<file path="src/rtl/xo_jump_pkg.sv">
package xo_jump_pkg;
  localparam int unsigned LANE_W = 64;
  typedef logic [LANE_W-1:0] lane_t;
  typedef struct packed {
    lane_t hi;
    lane_t lo;
  } gen_state_t;
endpackage

</file>
<file path="src/rtl/xo_step.sv">
module xo_step
  import xo_jump_pkg::*;
#(
  parameter int unsigned ROT_A = 55,
  parameter int unsigned SHL_B = 14,
  parameter int unsigned ROT_C = 36
) (
  input  gen_state_t cur,
  output gen_state_t nxt
);
  localparam int unsigned W = LANE_W;
  lane_t mix;

  always_comb begin
    mix    = cur.hi ^ cur.lo;
    nxt.lo = ((cur.lo << ROT_A) | (cur.lo >> (W - ROT_A))) ^ mix ^ (mix << SHL_B);
    nxt.hi = (mix << ROT_C) | (mix >> (W - ROT_C));
  end
endmodule

</file>
<file path="src/rtl/xo_jump_seq.sv">
module xo_jump_seq #(
  parameter int unsigned POLY_LEN = 128
) (
  input  logic clk,
  input  logic rst,
  input  logic start,
  output logic load,
  output logic busy,
  output logic last
);
  localparam int unsigned IDX_W = $clog2(POLY_LEN);
  logic [IDX_W-1:0] idx;

  assign load = start && !busy;
  assign last = busy && (idx == IDX_W'(POLY_LEN - 1));

  always_ff @(posedge clk) begin
    if (rst) begin
      busy <= 1'b0;
      idx  <= '0;
    end else if (load) begin
      busy <= 1'b1;
      idx  <= '0;
    end else if (busy) begin
      busy <= !last;
      idx  <= idx + 1'b1;
    end
  end

  a_r1_launch: assert property (@(posedge clk) disable iff (rst)
    (start && !busy) |=> (busy && idx == '0));
  a_r2_keep_busy: assert property (@(posedge clk) disable iff (rst)
    (busy && !last) |=> busy);
  a_r2_end_busy: assert property (@(posedge clk) disable iff (rst)
    last |=> !busy);
  a_r6_no_restart: assert property (@(posedge clk) disable iff (rst)
    (busy && start && !last) |=> (idx == $past(idx) + 1'b1));
endmodule

</file>
<file path="src/rtl/xo_jump_engine.sv">
module xo_jump_engine
  import xo_jump_pkg::*;
#(
  parameter int unsigned POLY_LEN = 128,
  parameter logic [POLY_LEN-1:0] JUMP_POLY =
    {64'hd86b048b86aa9922, 64'hbeac0467eba5facb},
  parameter int unsigned ROT_A = 55,
  parameter int unsigned SHL_B = 14,
  parameter int unsigned ROT_C = 36
) (
  input  logic        clk,
  input  logic        rst,
  input  logic        start,
  input  logic [63:0] seed_lo,
  input  logic [63:0] seed_hi,
  output logic        busy,
  output logic        done,
  output logic [63:0] jump_lo,
  output logic [63:0] jump_hi
);
  localparam int unsigned NLANE = 2;

  logic                load, last;
  logic [POLY_LEN-1:0] poly_sr;
  gen_state_t          work, work_nxt;
  lane_t               acc      [NLANE];
  lane_t               cur_lane [NLANE];
  lane_t               seed_l   [NLANE];
  lane_t               acc_nxt  [NLANE];
  lane_t               res      [NLANE];

  xo_jump_seq #(.POLY_LEN(POLY_LEN)) u_seq (
    .clk(clk), .rst(rst), .start(start),
    .load(load), .busy(busy), .last(last)
  );

  xo_step #(.ROT_A(ROT_A), .SHL_B(SHL_B), .ROT_C(ROT_C)) u_step (
    .cur(work), .nxt(work_nxt)
  );

  assign cur_lane[0] = work.lo;
  assign cur_lane[1] = work.hi;
  assign seed_l[0]   = seed_lo;
  assign seed_l[1]   = seed_hi;

  always_ff @(posedge clk) begin
    if (rst) begin
      work    <= '0;
      poly_sr <= '0;
    end else if (load) begin
      work    <= '{hi: seed_hi, lo: seed_lo};
      poly_sr <= JUMP_POLY;
    end else if (busy) begin
      work    <= work_nxt;
      poly_sr <= poly_sr >> 1;
    end
  end

  for (genvar g = 0; g < NLANE; g++) begin : g_lane
    assign acc_nxt[g] = acc[g] ^ (poly_sr[0] ? cur_lane[g] : '0);

    always_ff @(posedge clk) begin
      if (rst) begin
        acc[g] <= '0;
        res[g] <= '0;
      end else if (load) begin
        acc[g] <= '0;
      end else if (busy) begin
        acc[g] <= acc_nxt[g];
        if (last) res[g] <= acc_nxt[g];
      end
    end

    a_r9_zero_seed_stays: assert property (@(posedge clk) disable iff (rst)
      (load && seed_l[g] == '0 && seed_l[1-g] == '0) |=> (cur_lane[g] == '0));
  end

  always_ff @(posedge clk) begin
    if (rst) done <= 1'b0;
    else     done <= last;
  end

  assign jump_lo = res[0];
  assign jump_hi = res[1];

  a_r3_done_pulse: assert property (@(posedge clk) disable iff (rst)
    done |=> !done);
  a_r3_done_after_busy: assert property (@(posedge clk) disable iff (rst)
    done |-> (!busy && $past(busy)));
  a_r7_result_hold: assert property (@(posedge clk) disable iff (rst)
    !$stable({jump_hi, jump_lo}) |-> done);
endmodule

</file>
<file path="config.mk">
export PLATFORM = sky130hd
export DESIGN_NAME = xo_jump_engine
export DESIGN_NICKNAME = d
export VERILOG_FILES = /design/src/rtl/xo_jump_pkg.sv /design/src/rtl/xo_step.sv /design/src/rtl/xo_jump_seq.sv /design/src/rtl/xo_jump_engine.sv
export SDC_FILE = /design/constraint.sdc
export NUM_CORES = 1
export LEC_CHECK = 0
export BUFFER_PORTS_ARGS = -buffer_cell sky130_fd_sc_hd__buf_2
export CORE_UTILIZATION = 59
export DETAILED_ROUTE_END_ITERATION = 16
export PLACE_DENSITY = 0.8
export SLEW_MARGIN = 20
export SYNTH_ARGS = -nofsm -noshare
export SYNTH_HDL_FRONTEND = slang
export SYNTH_SLANG_ARGS = --single-unit
</file>
<file path="constraint.sdc">
create_clock -name clk -period 5.92 [get_ports clk]
set_input_delay 1.48 -clock clk [delete_from_list [all_inputs] [get_ports clk]]
set_output_delay 1.48 -clock clk [all_outputs]
set_load 0.02 [all_outputs]
</file>
Yosys cells after proc, flatten, opt, wreduce, memory -nomap -nowiden
Memories as Yosys holds them, arrays and structs flattened.
Index checks and enable logic that the tools add are counted.
{"block": "word_totals", "ramBits": 256, "ff_bits": 265, "word_cells": 58, "mem_count": 2}
{"block": "op_classes", "eq_ne": 1, "n_addsub": 1, "bitwise": 13, "mux": 28, "n_reduce_logical": 6}
{"memory": "acc", "words": 2, "word_bits": 64, "read_ports": 2, "rd_clocked_by_memory_dff": 0, "write_ports": 2, "line_no": "xo_jump_engine.sv:26", "rtl": "lane_t acc [NLANE];"}
{"memory": "res", "words": 2, "word_bits": 64, "read_ports": 2, "rd_clocked_by_memory_dff": 0, "write_ports": 2, "line_no": "xo_jump_engine.sv:30", "rtl": "lane_t res [NLANE];"}
{"cell": "$mux W128", "count": 4}
{"cell": "$mux W64", "count": 8}
{"cell": "$xor A64 B64 Y64", "count": 5}
{"cell": "$or A64 B36 Y64", "count": 1}
{"cell": "$or A64 B55 Y64", "count": 1}
{"cell": "$mux W1", "count": 16}
{"cell": "$add A7 B1 Y7 const B", "count": 1}
{"cell": "$eq A7 B7 Y1 const B", "count": 1}
{"cell": "$or A1 B1 Y1", "count": 6}
{"cell": "$logic_and A1 B1 Y1", "count": 2}
{"cell": "$logic_not A1 Y1", "count": 2}
{"cell": "$reduce_bool A2 Y1", "count": 1}
{"cell": "$reduce_or A2 Y1", "count": 1}

Longest topological paths before layout
{"block": "logic_depth", "depth_word": 8, "ltp_mapped": 6}

Cells and area by module
A second synthesis with hierarchy kept.
{"block": "hier_totals", "hier_cells": 1948, "area_unflattened_um2": 24090.6}
{"mod": "xo_jump_engine", "instances": 1, "area_each_um2": 21674.5, "cells_each": 1760, "seq_area_each_um2": 12832.3}
{"mod": "xo_step", "instances": 1, "area_each_um2": 2050.7, "cells_each": 148, "seq_area_each_um2": 0.0}
{"mod": "xo_jump_seq", "instances": 1, "area_each_um2": 365.4, "cells_each": 40, "seq_area_each_um2": 160.2}

Worst setup path before layout
No wires, ideal clock.
{"block": "synth_path", "path_kind": "input to register", "start": "input rst", "end": "memory res[0][0] in the netlist's numbering (enable)", "arrival_ps": 4796, "stages": 4, "path_buffers": 3, "slack_ps": 638, "cell_sequence": "buf_2 clkbuf_1 clkbuf_1 a21o_1"}
{"item": "start, declared", "line_no": "xo_jump_engine.sv:12", "rtl": "input logic rst,"}
{"item": "end, declared", "line_no": "xo_jump_engine.sv:30"}

==> qor.yml <==
status: "complete, no violations"
die_x_um: 198.2
start_kind: "input port"
r2r-end: "acc[1][29]$_SDFFCE_PN0P_"
ys_top_cells_by_count: "423 x nor2_1, 265 x dfxtp_1, 256 x edfxtp_1, 172 x a211oi_1, 161 x xor2_1"
fillers: 2708
setup_tns_ns: 0
busiest_layer: "met2"
ant_nets: 0
core_mm2: 0.03776
p_switching_mw: 2.497
place_ws_ns: 2.072
whs_path_depth: 2
grt_pass1_wl_um: 90960
globalRouteMet2Util_pct: 50.45
synth_warnings: 0
htree_levels: 2
synth_area_leaders: "edfxtp_1 34%, dfxtp_1 23%, nor2_1 7.0%"
rsz0062_at_grt: "false"
utilization_pct: 68.96
grt-ovfl-total: 0
clock_latency_ns: 0.60
tightest_slew_ns: 1.124
p_int_mw: 6.750
post_cts_resized: 0
crit_required_ns: 6.17
grt_max_degree: 116
combinationalPowerShare_pct: 16.5
synth_cells: 2032
leakage_nw: 10.52
synth_cell_type_count: 33
regArea_mm2: 0.01300
met3_usage_pct: 5.825
synth_edf_count: 256
synth_top_area_share_pct: 33.86
fp.dieH_um: 198.2
drt_iter0_drc: 1776
drtPass1Iterations: 5
skew_ns: 0.01377
min_path_type: "reg2reg"
synth_seq_cells: 521
vias: 16260
worstHoldStart: "poly_sr[104]$_SDFFE_PP0P_"
die_area_mm2: 0.03927
drive_above_1_share_pct: 16.84
pwr-share-clk_pct: 36.8
cts_root_buffer: "clkbuf_16"
holdWs_ns: 0.4717
ff2ff_path_depth: 3
num_rows: 71
switching_share_pct: 27.00
synth_ff_type: "dfxtp_1"
antenna_found_initial: 1
viasPerCell: 5.877
area_growth_pct: 14.67
syn-num-nets: 2164
post-cts-setup-buffers: 0
synth.avg_cell_area_um2: 11.17
multi_input_area_mm2: 0.009105
p_per_area_mw_per_mm2: 355.1
gp_congestion: 0.9316
start_util_pct: 60.14
cts-hold-fix-buffers: 0
crit_type: "in2reg"
final.setup.worst_slack_ns: 2.618
synth.largest_area_cell: "edfxtp_1"
fin_nets: 2346
power_mw: 9.247
io_pins: 261
met1_usage_pct: 39.95
netlist_area_mm2: 0.02271
clk_pin_slew_ns: 0.06
drv_cap: 0
diodes: 0
peakVddDrop_mv: 0.2999
cts.sinks: 521
io_buffer_count: 260
wirelength_um: 61610
drc: 0
worstPathArrival_ns: 3.56
clk_path_buf_depth: 3
dpl.hpwl_um: 41920
grt_pass1_vias: 15550
worst_setup_path_end_kind: "flip-flop"
r2r_start: "u_seq.busy$_SDFF_PP0_"
synth.most_common_cell: "nor2_1"
slew_headroom_pct: 24.50
cts_buffers: 51
finalCritPeriodShare_pct: 55.78
grtUsageTotal_pct: 31.37
cp_max_fo: 115
wl_per_cell_um: 22.26
synth_seq_area_share_pct: 57.22
synthArstFlopShare_pct: 0
hold_violations: 0
regToRegSetupSlack_ns: 2.88
finalSetupViolations: 0
timing.hold.worst_endpoint: "poly_sr[103]$_SDFFE_PP0P_"
fmax_mhz: 302.8
slew_violations: 0
cts_tree: "done"
seqPwrFrac_pct: 46.7
period_needed_ns: 3.302
[worst max path at each step]
stage	startpoint	end	slack, ns
after floorplan	rst	res[0][0]$_SDFFCE_PN0P_	0.64
after global placement	start	acc[1][27]$_SDFFCE_PN0P_	2.12
after detailed placement	start	acc[1][31]$_SDFFCE_PN0P_	2.07
after CTS	start	acc[1][29]$_SDFFCE_PN0P_	2.68
after global routing	start	acc[1][29]$_SDFFCE_PN0P_	2.55
final	start	acc[1][29]$_SDFFCE_PN0P_	2.62
[power groups by stage]
stage | Combinational [mW] | Sequential, mW | Clock, mW
global placement | 1.46 | 4.37 | 0
finish | 1.52 | 4.32 | 3.41
floorplan | 1.07 | 4.30 | 0
CTS | 1.50 | 4.31 | 3.42
detailed placement | 1.49 | 4.38 | 0
global route | 1.61 | 4.34 | 3.56
[critical path: stages]
cell and delay (ns):
buf_8 0.56, or3_2 0.90, buf_4 0.47
[per-stage QoR]
stage               cells  instance area, um2
floorplan            2032               22710
global placement     2671               24220
detailed placement   2671               24220
CTS                  2766               26020
global route         2767               26040
finish               2767               26040
[layout make-up]
class	count	share of cell area (%)
well taps	511	2.456
clock inverters	10	0.3220
flip-flops and latches	521	49.93
multi-input cells	1360	34.97
clock buffers	85	6.574
inverters	2	0.03844
repair buffers	278	5.709
[sequential cells by signal (all words and copies together), names as in the netlist]
name        flops
acc           128
cur_lane      128
poly_sr       128
res           128
u_seq.idx       7
done            1
u_seq.busy      1
[logic make-up after synthesis]
logic type	synth area share, %
AOI/OAI and AO/OA	6.789
xor gates and xnor gates	13.43
adders and majority gates	0.05510
buffers and inverters	2.810
DFF	57.22
muxes	5.422
and+or+nand+nor	14.27
[routing by layer]
| metal | share of wire [%] | up-vias |
|---|---|---|
| li1 | - | 7402 |
| met2 | 47 | 822 |
| met4 | 5.5 | 0 |
| met5 | 0 | - |
| met3 | 9.0 | 157 |
| met1 | 38 | 7882 |
[cells in the final DEF, fill, tap and decap left out, types with 3 or more instances in the layout]
cell and instances:
mux2i_1 123, buf_12 3, xor2_2 7, nand2_1 130, buf_2 258, o22ai_1 20, clkbuf_16 57, and3_1 3
clkinv_2 6, xnor2_1 42, a21oi_1 8, nor2b_1 71, a211oi_1 172, clkbuf_1 10, buf_4 16, xnor3_1 24
o21a_1 6, nor3_1 127, edfxtp_1 256, dfxtp_1 263, xor2_1 161, xor3_1 26, clkbuf_8 18, nor2_1 423
No activity file was read; power rests on OpenSTA's default activity.
